## config.mk

```make
export PLATFORM = sky130hd
export DESIGN_NAME = eag_unit
export DESIGN_NICKNAME = d
export VERILOG_FILES = /design/src/rtl/eag_pkg.sv /design/src/rtl/eag_mode_decode.sv /design/src/rtl/eag_offset_ext.sv /design/src/rtl/eag_addr_sum.sv /design/src/rtl/eag_unit.sv
export SDC_FILE = /design/constraint.sdc
export NUM_CORES = 1
export LEC_CHECK = 0
export ABC_AREA = 1
export BUFFER_PORTS_ARGS = -buffer_cell sky130_fd_sc_hd__buf_2
export CAP_MARGIN = 10
export CORE_MARGIN = 5
export CORE_UTILIZATION = 50
export DETAILED_ROUTE_END_ITERATION = 10
export HOLD_SLACK_MARGIN = 0.1
export PLACE_DENSITY = 0.78
export REMOVE_ABC_BUFFERS = 1
export SYNTH_ARGS = -nofsm -noshare
export SYNTH_HDL_FRONTEND = slang
export SYNTH_SLANG_ARGS = --single-unit
```

## constraint.sdc

```tcl
create_clock -name clk -period 4.1 [get_ports clk]
set_input_delay 0.82 -clock clk [delete_from_list [all_inputs] [get_ports clk]]
set_output_delay 0.82 -clock clk [all_outputs]
set_load 0.01 [all_outputs]
```

## src/rtl/eag_pkg.sv

```systemverilog
package eag_pkg;

    typedef enum logic [3:0] {
        MD_REG    = 4'd0,
        MD_IMM    = 4'd1,
        MD_ABS    = 4'd2,
        MD_IND    = 4'd3,
        MD_IDX    = 4'd4,
        MD_BIDX   = 4'd5,
        MD_BIDXO  = 4'd6,
        MD_REL    = 4'd7,
        MD_POSTI  = 4'd8,
        MD_PRED   = 4'd9
    } eag_mode_e;

    typedef enum logic [1:0] {
        SRC_ZERO = 2'd0,
        SRC_RA   = 2'd1,
        SRC_PC   = 2'd2,
        SRC_EXT  = 2'd3
    } eag_src_e;

    typedef struct packed {
        eag_src_e src;      // first addend
        logic     add_rb;   // add second register
        logic     add_ofs;  // add sign-extended displacement
        logic     pre_dec;  // subtract step from the address
        logic     direct;   // operand delivered without memory access
        logic     wb;       // base register write-back
        logic     wb_dec;   // write-back direction: 1 = down
    } eag_ctrl_t;

    localparam eag_ctrl_t CTRL_NONE = '{SRC_ZERO, 1'b0, 1'b0, 1'b0, 1'b0, 1'b0, 1'b0};

    function automatic logic [2:0] step_of(input logic word);
        return word ? 3'd4 : 3'd1;
    endfunction

endpackage

```

## src/rtl/eag_mode_decode.sv

```systemverilog
module eag_mode_decode
    import eag_pkg::*;
(
    input  logic [3:0] mode,
    output eag_ctrl_t  ctrl
);
    always_comb begin
        ctrl = CTRL_NONE;
        case (eag_mode_e'(mode))
            MD_REG:   begin ctrl.src = SRC_RA;  ctrl.direct = 1'b1; end
            MD_IMM:   begin ctrl.src = SRC_EXT; ctrl.direct = 1'b1; end
            MD_ABS:   ctrl.src = SRC_EXT;
            MD_IND:   ctrl.src = SRC_RA;
            MD_IDX:   begin ctrl.src = SRC_RA; ctrl.add_ofs = 1'b1; end
            MD_BIDX:  begin ctrl.src = SRC_RA; ctrl.add_rb = 1'b1; end
            MD_BIDXO: begin ctrl.src = SRC_RA; ctrl.add_rb = 1'b1; ctrl.add_ofs = 1'b1; end
            MD_REL:   begin ctrl.src = SRC_PC; ctrl.add_ofs = 1'b1; end
            MD_POSTI: begin ctrl.src = SRC_RA; ctrl.wb = 1'b1; end
            MD_PRED:  begin ctrl.src = SRC_RA; ctrl.pre_dec = 1'b1;
                            ctrl.wb = 1'b1; ctrl.wb_dec = 1'b1; end
            default:  ctrl = CTRL_NONE;
        endcase
    end
endmodule

```

## src/rtl/eag_offset_ext.sv

```systemverilog
module eag_offset_ext #(
    parameter int DATA_W = 32,
    parameter int OFS_W  = 10
) (
    input  logic [OFS_W-1:0]  ofs_in,
    output logic [DATA_W-1:0] ofs_out
);
    generate
        if (OFS_W < DATA_W) begin : g_extend
            localparam int PAD_W = DATA_W - OFS_W;
            assign ofs_out = {{PAD_W{ofs_in[OFS_W-1]}}, ofs_in};
        end else begin : g_trunc
            assign ofs_out = ofs_in[DATA_W-1:0];
        end
    endgenerate
endmodule

```

## src/rtl/eag_addr_sum.sv

```systemverilog
module eag_addr_sum #(
    parameter int DATA_W = 32
) (
    input  logic [DATA_W-1:0] term_a,
    input  logic [DATA_W-1:0] term_b,
    input  logic [DATA_W-1:0] term_c,
    input  logic [DATA_W-1:0] term_sub,
    output logic [DATA_W-1:0] total
);
    always_comb total = term_a + term_b + term_c - term_sub;
endmodule

```

## src/rtl/eag_unit.sv

```systemverilog
module eag_unit
    import eag_pkg::*;
#(
    parameter int DATA_W = 32,
    parameter int OFS_W  = 10,
    parameter int MODE_W = 4
) (
    input  logic              clk,
    input  logic              rst,
    input  logic              op_valid,
    input  logic [MODE_W-1:0] mode,
    input  logic [DATA_W-1:0] ra_val,
    input  logic [DATA_W-1:0] rb_val,
    input  logic [DATA_W-1:0] pc_val,
    input  logic [DATA_W-1:0] ext_word,
    input  logic [OFS_W-1:0]  offset_raw,
    input  logic              size_word,
    output logic              res_valid,
    output logic [DATA_W-1:0] ea_out,
    output logic              direct_op,
    output logic              wb_en,
    output logic [DATA_W-1:0] wb_val
);
    localparam int STEP_W = 3;

    eag_ctrl_t         ctrl;
    logic [DATA_W-1:0] ofs_sx;
    logic [DATA_W-1:0] step;
    logic [DATA_W-1:0] first_term;
    logic [DATA_W-1:0] addr_nxt;
    logic [DATA_W-1:0] wb_nxt;

    eag_mode_decode u_dec (
        .mode (mode[3:0]),
        .ctrl (ctrl)
    );

    eag_offset_ext #(.DATA_W(DATA_W), .OFS_W(OFS_W)) u_ext (
        .ofs_in  (offset_raw),
        .ofs_out (ofs_sx)
    );

    assign step = {{(DATA_W-STEP_W){1'b0}}, step_of(size_word)};

    always_comb begin
        case (ctrl.src)
            SRC_RA:  first_term = ra_val;
            SRC_PC:  first_term = pc_val;
            SRC_EXT: first_term = ext_word;
            default: first_term = '0;
        endcase
    end

    eag_addr_sum #(.DATA_W(DATA_W)) u_addr (
        .term_a   (first_term),
        .term_b   (ctrl.add_rb  ? rb_val : '0),
        .term_c   (ctrl.add_ofs ? ofs_sx : '0),
        .term_sub (ctrl.pre_dec ? step   : '0),
        .total    (addr_nxt)
    );

    always_comb wb_nxt = ctrl.wb_dec ? (ra_val - step) : (ra_val + step);

    always_ff @(posedge clk) begin
        if (rst) begin
            res_valid <= 1'b0;
            direct_op <= 1'b0;
            wb_en     <= 1'b0;
            ea_out    <= '0;
            wb_val    <= '0;
        end else begin
            res_valid <= op_valid;
            direct_op <= op_valid & ctrl.direct;
            wb_en     <= op_valid & ctrl.wb;
            if (op_valid) begin
                ea_out <= addr_nxt;
                wb_val <= wb_nxt;
            end
        end
    end
endmodule

```

==> impl_metrics.csv, run 1 <==
group,metric,value,unit
route,vias,10400,
route,via_per_inst,5.08,
cells_and_area,layout_commonest_cell,"nand2_1",
timing,rsz0062_at_grt,"yes",
worst_setup_path,start_kind,"input pin",
clock_network,htree_levels,3,
synthesis,yosys_warnings,0,
floorplan,rows,48,
timing,final-setup-viol-count,0,
route,drt_first_iter_violations,708,
global_routing,grt_pass1_vias,9954,
synthesis,syn_inst,1522,
synthesis,ys_seq_area_frac,0.150,
timing,post-route-min-period,3910,ps
clock_network,path_clk_slew,60,ps
power,leakagePower,0.00696,uW
timing,maxSlewViolCount,0,
floorplan,die-width,144,um
clock_network,cts_max_path_buffers,2,
floorplan,die_area,20700,um2
synthesis,netlist_area,8940,um2
cells_and_area,multiInputGateArea,6470,um2
cells_and_area,ff_latch_area,1340,um2
synthesis,synth_cell_types,38,
route,drt-total-wl,30000,um
worst_setup_path,worstPathArrival,4160,ps
clock_network,cts_tree,"yes",
floorplan,fp.dieH,144,um
route,drcViolationCount,0,
clock_network,clock_latency,350,ps
synthesis,synth_edf_count,0,
worst_setup_path,reg2reg_from,"ea_out[15]$_SDFFE_PP0P_",
route,wire_per_inst,14.7,um
min_path,whs_path_depth,2,
power,worst_ir_drop_vdd,0.000334,V
min_path,worstHoldPathType,"reg -> reg",
global_routing,antenna_found_initial,1,
worst_setup_path,critPathKind,"in -> reg",
timing,hold_viol,0,
timing,worst_pin_slew,1080,ps
cells_and_area,syn_to_final_growth,27.4,%
floorplan,io_pins,213,
clock_network,cts_buffers,9,
worst_setup_path,crit_path_frequent_cell,"nand2_1",
clock_network,cts.sinks,67,
global_routing,grt_pass1_wl,47300,um
worst_setup_path,critPathSlowestCell,"fa_1",
worst_setup_path,crit_required,4350,ps
synthesis,synth_flop_cell,"dfxtp_1",
synthesis,yosys-top-cells-area,"nand2_1, dfxtp_1, ha_1",
cells_and_area,fillers,1634,
synthesis,synth_top_area_share,0.184,
clock_network,cts_hold_buf,0,
synthesis,async_flop_share,0,
run_status,status,"completed",
floorplan,core_area,17400,um2
cells_and_area,nets,2081,
timing,fin_setup_tns,0,ps
placement,numPortBuffers,212,
clock_network,clock-root-buffer,"clkbuf_16",
min_path,worstHoldStart,"wb_val[15]$_SDFFE_PP0P_",
synthesis,yosys.area.top_type,"nand2_1",
route,first_pass_iters,5,
min_path,worstHoldEndpoint,"wb_val[15]$_SDFFE_PP0P_",
worst_setup_path,rr_worst_depth,4,
worst_setup_path,regToRegSetupSlack,3340,ps
timing,fmax,0.256,GHz
cells_and_area,final_cell_mix,"nand2_1, inv_1, buf_2",
synthesis,synth_seq_cells,67,
worst_setup_path,crit_path_end_kind,"flop",
worst_setup_path,cp_max_fo,13,
flow_run,cap_violations,0,
worst_setup_path,cp_slowest_stage_delay,540,ps
global_routing,grt_max_degree,102,
power,powerDensity,356,nW/um2
global_routing,track_usage,0.287,
worst_setup_path,crit_chain,"buf_2 -> inv_1 -> nand2_1 -> nand2_2 -> nand2_2 -> inv_2 -> buf_6 -> a22o_1 -> a21oi_1 -> ha_1 -> fa_1 -> inv_1 -> ha_1 -> a21oi_2 -> buf_4 -> nand2_1 -> a21oi_1 -> nand2_1 -> nand2_1 -> nand3_1 -> nand2_1 -> nand3_1 -> nand2_1 -> inv_1",
timing,skew,0,ps
placement,dpl.hpwl,24500,um
global_routing,overflow,0,
worst_setup_path,r2r_end,"ea_out[15]$_SDFFE_PP0P_",
placement,gp_congestion,0.971,
timing,period_share,0.953,
timing,maxSlewHeadroom,0.279,
synthesis,syn_avg_cell_area,5.87,um2
cells_and_area,utilization,0.654,
route,antenna_left,0,
worst_setup_path,cp_top_family,"adder cells",
worst_setup_path,critPathBufInv,7,
cells_and_area,drive_gt1_frac,0.209,
floorplan,start_util,0.513,
kinds of logic after synthesis:
| kind of cell | synth area share |
|---|---|
| flip-flops | 0.150 |
| buffers and inverters | 0.144 |
| AO/OA/AOI/OAI | 0.126 |
| AND/OR/NAND/NOR | 0.353 |
| adder cells (fa/ha/maj) | 0.204 |
| XOR/XNOR | 0.0235 |
power breakdown:
part / leakage [uW] / internal, uW / switching, uW / total, uW
sequential: 0.000557 / 740 / 46.2 / 786
combinational: 0.00627 / 1040 / 1400 / 2440
clock: 0.000137 / 487 / 342 / 829
worst min-delay path: stages, from the launching register on:
cell      delay, ps
dfxtp_1         330
o211ai_1         80
inv_1            50
state kept, by name (all words and copies together) (netlist names):
name,cells
direct_op,1
ea_out,32
res_valid,1
wb_en,1
wb_val,32
synthesized netlist by cell type (7+ instances only):
master	count
fa_1	34
a21oi_1	90
nor2_1	211
clkbuf_1	20
nand4_1	12
a22o_1	28
o21ai_0	54
inv_1	301
ha_1	91
nand3_1	94
nand2_1	437
xor2_1	21
nor3_1	7
o21bai_1	10
dfxtp_1	67
layout make-up:
cell class / count / share of cell area
clock inverters: 6 / 0.00571
multi-input cells: 1122 / 0.569
diodes: 1 / 0.000220
repair buffers: 308 / 0.162
clock buffers: 10 / 0.0210
inverters: 302 / 0.0996
well taps: 225 / 0.0247
flip-flops and latches: 67 / 0.118
worst max-delay path by stage:
stage	start	end	slack [ps]	cells past startpoint
after floorplan	mode[0]	ea_out[17]$_SDFFE_PP0P_	-330	20
after global placement	mode[3]	ea_out[20]$_SDFFE_PP0P_	-240	21
after detailed placement	mode[3]	ea_out[23]$_SDFFE_PP0P_	-290	21
after CTS	mode[3]	ea_out[23]$_SDFFE_PP0P_	50	21
after global routing	mode[1]	ea_out[17]$_SDFFE_PP0P_	-50	24
final	mode[1]	ea_out[26]$_SDFFE_PP0P_	190	24
per-layer routing:
metal / wire (um) / global-route usage / share of wire / up-vias
met4: 908 / 0.0966 / 0.030 / 0
li1: - / - / - / 5301
met2: 14800 / 0.506 / 0.49 / 355
met5: 0 / 0 / 0 / -
met1: 12500 / 0.363 / 0.42 / 4648
met3: 1880 / 0.0356 / 0.063 / 65
per-stage QoR:
step                      setup slack (ps)  cell area, um2  hold WS (ps)  cells  total power (uW)
after detailed placement              -291           10900           474   2019              3080
after CTS                             51.2           11200           488   2035              3930
after floorplan                       -331            8790           511   1491              2160
final                                  191           11400           488   2041              4050
after global placement                -242           10900           456   2019              3040
after global routing                 -46.9           11400           526   2041              4380
timing repair:
item | in CTS | in global routing
endpoints found under the setup margin | 0 | 23
setup buffers | 0 | 5
resized for setup | 0 | 52
No activity file was read; power rests on OpenSTA's default activity.
==> inputs of run 2 (changes only) <==
GPL_TIMING_DRIVEN = 0   (was default)
PLACE_DENSITY = 0.77   (was 0.78)
REMOVE_ABC_BUFFERS = default   (was 1)
SYNTH_HIERARCHICAL = 1   (was default)
==> impl_metrics.csv, run 2 <==
group,metric,value,unit
global_routing,overflow,0,
global_routing,grt_util_met3,0.0350,
cells_and_area,syn_to_final_growth,32.5,%
route,via_per_inst,4.84,
timing,final-setup-viol-count,5,
route,antenna_left,0,
timing,maxSlewHeadroom,0.260,
worst_setup_path,crit_required,4340,ps
synthesis,synth_flop_cell,"dfxtp_1",
clock_network,path_clk_slew,60,ps
timing,period_share,1.01,
floorplan,io_pins,213,
run_status,violations,"negative setup slack",
worst_setup_path,start_kind,"input pin",
synthesis,synth_top_area_share,0.222,
clock_network,clock_latency,350,ps
floorplan,die-width,155,um
cells_and_area,largest_registers,"ea_out: 32 flops, wb_val: 32 flops",
min_path,worstHoldPathType,"reg -> reg",
global_routing,use_met1,0.335,
global_routing,track_usage,0.272,
run_status,status,"complete, but fails checks",
worst_setup_path,cp_slowest_stage_delay,530,ps
timing,hold_viol,0,
synthesis,synth_cell_types,31,
timing,fin_ws,-59.8,ps
route,first_pass_iters,5,
synthesis,syn_avg_cell_area,5.59,um2
timing,skew,0,ps
timing,post-route-min-period,4160,ps
worst_setup_path,critPathBufInv,8,
floorplan,rows,53,
global_routing,met2_usage,0.476,
flow_run,cap_violations,0,
synthesis,yosys.area.top_type,"nand2_1",
clock_network,cts_hold_buf,0,
timing,fmax,0.240,GHz
floorplan,start_util,0.503,
route,wire_per_inst,14.4,um
clock_network,cts.sinks,67,
clock_network,cts_tree,"yes",
placement,gp_congestion,0.980,
synthesis,async_flop_share,0,
synthesis,synth_top_cells_by_count,"nand2_1, inv_1, nor2_1",
clock_network,cts_max_path_buffers,2,
timing,rsz0062_at_grt,"yes",
route,drt_first_iter_violations,733,
route,drt-total-wl,35000,um
global_routing,grt_pass1_wl,52600,um
worst_setup_path,critPathKind,"in -> reg",
power,power,4390,uW
synthesis,synth_most_common_cell,"nand2_1",
global_routing,antenna_found_initial,3,
global_routing,top_usage_layer,"met2",
synthesis,netlist_area,10500,um2
placement,numPortBuffers,201,
worst_setup_path,worstPathArrival,4400,ps
clock_network,cts_buffers,9,
synthesis,synth_seq_cells,67,
power,leakagePower,0.00856,uW
synthesis,synth_edf_count,0,
route,vias,11800,
cells_and_area,nets,2425,
worst_setup_path,crit_path_end_kind,"flop",
synthesis,yosys_warnings,6,
synthesis,yosys-top-cells-area,"nand2_1, inv_1, dfxtp_1",
synthesis,syn_inst,1872,
timing,maxSlewViolCount,0,
worst_setup_path,cp_top_family,"adder cells",
timing,holdWs,486,ps
cells_and_area,final_cell_mix,"nand2_1, inv_1, buf_2",
floorplan,core_area,20800,um2
clock_network,htree_levels,3,
worst_setup_path,cp_max_fo,5,
floorplan,die_area,23900,um2
power,powerDensity,317,nW/um2
cells_and_area,layout_commonest_cell,"nand2_1",
global_routing,grt_pass1_vias,11200,
timing,worst_pin_slew,1100,ps
clock_network,clock-root-buffer,"clkbuf_16",
synthesis,ys_seq_area_frac,0.128,
placement,dpl_worst_slack,-960,ps
route,drcViolationCount,0,
floorplan,fp.dieH,155,um
power,worst_ir_drop_vdd,0.000206,V
worst_setup_path,critPathSlowestCell,"fa_1",
placement,dpl.hpwl,26900,um
cells_and_area,drive_gt1_frac,0.269,
global_routing,grt_max_degree,24,
[run 2: cell count changes after synthesis, sizes merged, moves of 8 or more]
cell and change:
nand2 +205, inv +202, a21oi -47, buf +29
fa +29, ha -29, a22o -28, nor2 -10
xnor2 +10, clkbuf +8, nand3 +8
[run 2: what timing repair did]
item	4_1_cts	5_1_grt
resized for setup	143	178
pin swaps	32	108
cloned	4	0
setup endpoints to repair	30	25
setup buffers	19	19
[run 2: stage by stage]
stage	instances	area, um2	setup TNS [ps]	util
floorplan	1901	10600	-981	-
global placement	2377	12000	-22560	0.575
detailed placement	2377	12000	-24160	0.575
CTS	2415	13100	-10.7	0.629
global route	2436	13900	-2450	0.666
finish	2436	13900	-144	0.666
[run 2: logic make-up after synthesis]
family / Yosys count / share of synthesized area
buf+inv: 572 / 0.220
simple gates: 971 / 0.378
fa+ha+maj: 125 / 0.195
other cells: 1 / 0.000358
compound gates: 101 / 0.0497
xor+xnor: 35 / 0.0293
flops: 67 / 0.128
[run 2: path summary, 6_finish.rpt]
kind | end | start | slack [ps] | depth (start not counted)
max | ea_out[31]$_SDFFE_PP0P_ | mode[3] | -60 | 27
min | wb_val[15]$_SDFFE_PP0P_ | wb_val[15]$_SDFFE_PP0P_ | 490 | 2
max reg2reg | wb_val[17]$_SDFFE_PP0P_ | wb_val[17]$_SDFFE_PP0P_ | 3370 | 4
min reg2reg | wb_val[15]$_SDFFE_PP0P_ | wb_val[15]$_SDFFE_PP0P_ | 490 | 2
[run 2: layout make-up]
type                            count  area (um2)
Buffer                             68         509
Clock inverter                      3        23.8
Antenna cell                        3        7.51
Fill cell                        1875        6950
Sequential cell                    67        1340
Inverter                          504        1900
Multi-Input combinational cell   1263        8100
Tap cell                          275         344
Timing Repair Buffer              241        1390
Clock buffer                       12         256
[run 2: report_power, final]
part,total [uW],leakage (uW),internal [uW],switching (uW)
Clock,754,0.000131,441,313
Sequential,774,0.000556,736,37.5
Combinational,2870,0.00787,1160,1700
[run 2: worst reg2reg max path, stage by stage, from the launching register on]
cell and delay (ps):
dfxtp_1 310, nor2_1 90, nor2_1 50, o21ai_1 110, inv_1 70
[run 2: layer usage]
layer | up-vias | wire length [um] | part of all wire
met5 | - | 0 | 0
met4 | 0 | 1610 | 0.046
met3 | 108 | 2070 | 0.059
met2 | 425 | 17300 | 0.49
met1 | 5340 | 14100 | 0.40
li1 | 5922 | - | -
==> inputs of run 3 (changes only) <==
CORE_MARGIN = 8   (was 5)
REMOVE_ABC_BUFFERS = 1   (was default)
==> impl_metrics.csv, run 3 (synthesis results as in run 2) <==
group,metric,value,unit
timing,final-setup-viol-count,22,
floorplan,die_area,25800,um2
worst_setup_path,r2r_end,"wb_val[3]$_SDFFE_PP0P_",
worst_setup_path,start_kind,"input pin",
floorplan,rows,53,
timing,period_share,1.04,
cells_and_area,final_cell_mix,"nand2_1, inv_1, buf_2",
placement,placed_cell_area,11700,um2
cells_and_area,finalInstanceArea,13900,um2
worst_setup_path,cp_max_fo,5,
placement,gp_congestion,0.926,
clock_network,cts.sinks,67,
global_routing,grt_max_degree,48,
cells_and_area,fillers,1797,
min_path,worstHoldStart,"wb_val[15]$_SDFFE_PP0P_",
clock_network,cts_hold_buf,0,
floorplan,core_area,20800,um2
floorplan,io_pins,213,
clock_network,cts_buffers,9,
cells_and_area,utilization,0.670,
cells_and_area,layout_commonest_cell,"nand2_1",
power,worst_ir_drop_vdd,0.000246,V
worst_setup_path,crit_path_frequent_cell,"nand2_2",
placement,numPortBuffers,212,
timing,worst_pin_slew,1200,ps
cells_and_area,ff_latch_area,1340,um2
clock_network,path_clk_slew,60,ps
worst_setup_path,crit_path_end_kind,"flop",
timing,post-route-min-period,4260,ps
run_status,status,"complete, but fails checks",
cells_and_area,multiInputGateArea,8230,um2
floorplan,fp.dieH,161,um
floorplan,die-width,161,um
global_routing,track_usage,0.259,
cells_and_area,drive_gt1_frac,0.285,
placement,dpl.hpwl,25900,um
timing,hold_viol,0,
power,leakagePower,0.00846,uW
route,first_pass_iters,7,
flow_run,cap_violations,0,
clock_network,clock_latency,350,ps
min_path,whs_path_depth,2,
clock_network,cts_max_path_buffers,2,
route,wire_per_inst,14.6,um
cells_and_area,largest_registers,"ea_out: 32 flops, wb_val: 32 flops",
route,drcViolationCount,0,
route,vias,11600,
clock_network,clock-root-buffer,"clkbuf_16",
global_routing,overflow,0,
placement,dpl_worst_slack,-1380,ps
clock_network,cts_tree,"yes",
worst_setup_path,crit_required,4380,ps
cells_and_area,nets,2388,
worst_setup_path,reg2reg_from,"wb_val[3]$_SDFFE_PP0P_",
global_routing,grt_pass1_vias,11400,
global_routing,grt_pass1_wl,54700,um
min_path,worstHoldEndpoint,"wb_val[15]$_SDFFE_PP0P_",
route,drt_first_iter_violations,733,
global_routing,antenna_found_initial,4,
worst_setup_path,worstPathArrival,4540,ps
timing,maxSlewHeadroom,0.197,
timing,rsz0062_at_grt,"yes",
run_status,violations,"negative setup slack",
cells_and_area,syn_to_final_growth,32.8,%
worst_setup_path,critPathKind,"in -> reg",
route,drt-total-wl,35200,um
route,via_per_inst,4.84,
power,power,4560,uW
timing,fmax,0.235,GHz
clock_network,htree_levels,3,
worst_setup_path,critPathSlowestCell,"fa_1",
floorplan,start_util,0.504,
timing,skew,0,ps
route,antenna_left,0,
worst_setup_path,cp_slowest_stage_delay,540,ps
power,powerDensity,328,nW/um2
timing,fin_ws,-163,ps
worst_setup_path,regToRegSetupSlack,3390,ps
worst_setup_path,rr_worst_depth,4,
timing,maxSlewViolCount,0,
min_path,worstHoldPathType,"reg -> reg",
==> run 3: changes by cell type in the layout (fill, tap and decap cells not counted), moves of 8 or more <==
cell,change
buf_4,-35
inv_1,-21
inv_2,+20
clkbuf_1,-18
nand2_1,-15
buf_2,+8
buf_6,+8
nand2_2,+8
==> run 3: area by class of cell <==
| class | instances | share of cell area |
|---|---|---|
| antenna | 4 | 0.000720 |
| clock buffer | 10 | 0.0172 |
| clock inverter | 6 | 0.00468 |
| inverter | 504 | 0.137 |
| multi-input combinational | 1262 | 0.592 |
| sequential | 67 | 0.0965 |
| tap | 275 | 0.0248 |
| timing repair buffer | 271 | 0.126 |
| timing repair inverter | 2 | 0.00108 |
==> run 3: repair_timing <==
item                                    in CTS  in global routing
endpoints found under the setup margin      30                 26
pin swaps                                   91                135
resized for setup                          213                153
cloned                                       3                  1
hold endpoints to repair                     0                  0
buffers inserted                            37                 14
==> run 3: routing by layer <==
metal  wire length (um)  global-route usage  vias up
li1                   -                   -     5852
met1              14300               0.298     5314
met2              17800               0.476      368
met3               1700              0.0351       88
met4               1310              0.0955        0
met5                  0                   0        -
==> run 3: power by group <==
part | internal [uW] | total (uW) | switching [uW]
logic | 1210 | 2960 | 1740
clock network | 488 | 828 | 340
registers | 736 | 774 | 37.8
==> run 3: critical path: cells and delay by family <==
kind / cells / cell delay (ps)
AND/OR/NAND/NOR: 17 / 1470
adder cells (fa/ha/maj): 3 / 1380
buffers and inverters: 8 / 860
==> run 3: worst max path at each step <==
stage	from	end	slack, ps	cells past startpoint
after CTS	mode[2]	ea_out[24]$_SDFFE_PP0P_	-20	25
after floorplan	mode[1]	ea_out[17]$_SDFFE_PP0P_	-1370	20
final	mode[3]	ea_out[24]$_SDFFE_PP0P_	-160	28
after global routing	mode[3]	ea_out[24]$_SDFFE_PP0P_	-240	28
after global placement	mode[1]	ea_out[29]$_SDFFE_PP0P_	-2990	21
after detailed placement	mode[1]	ea_out[29]$_SDFFE_PP0P_	-1380	27
==> run 3: metrics by stage <==
step                      cells  hold slack (ps)  setup TNS (ps)
after floorplan            1833              499          -41390
after global placement     2320              466         -143320
after detailed placement   2326              474          -30840
after CTS                  2382              489           -79.8
after global routing       2401              512           -4040
final                      2401              488           -1260
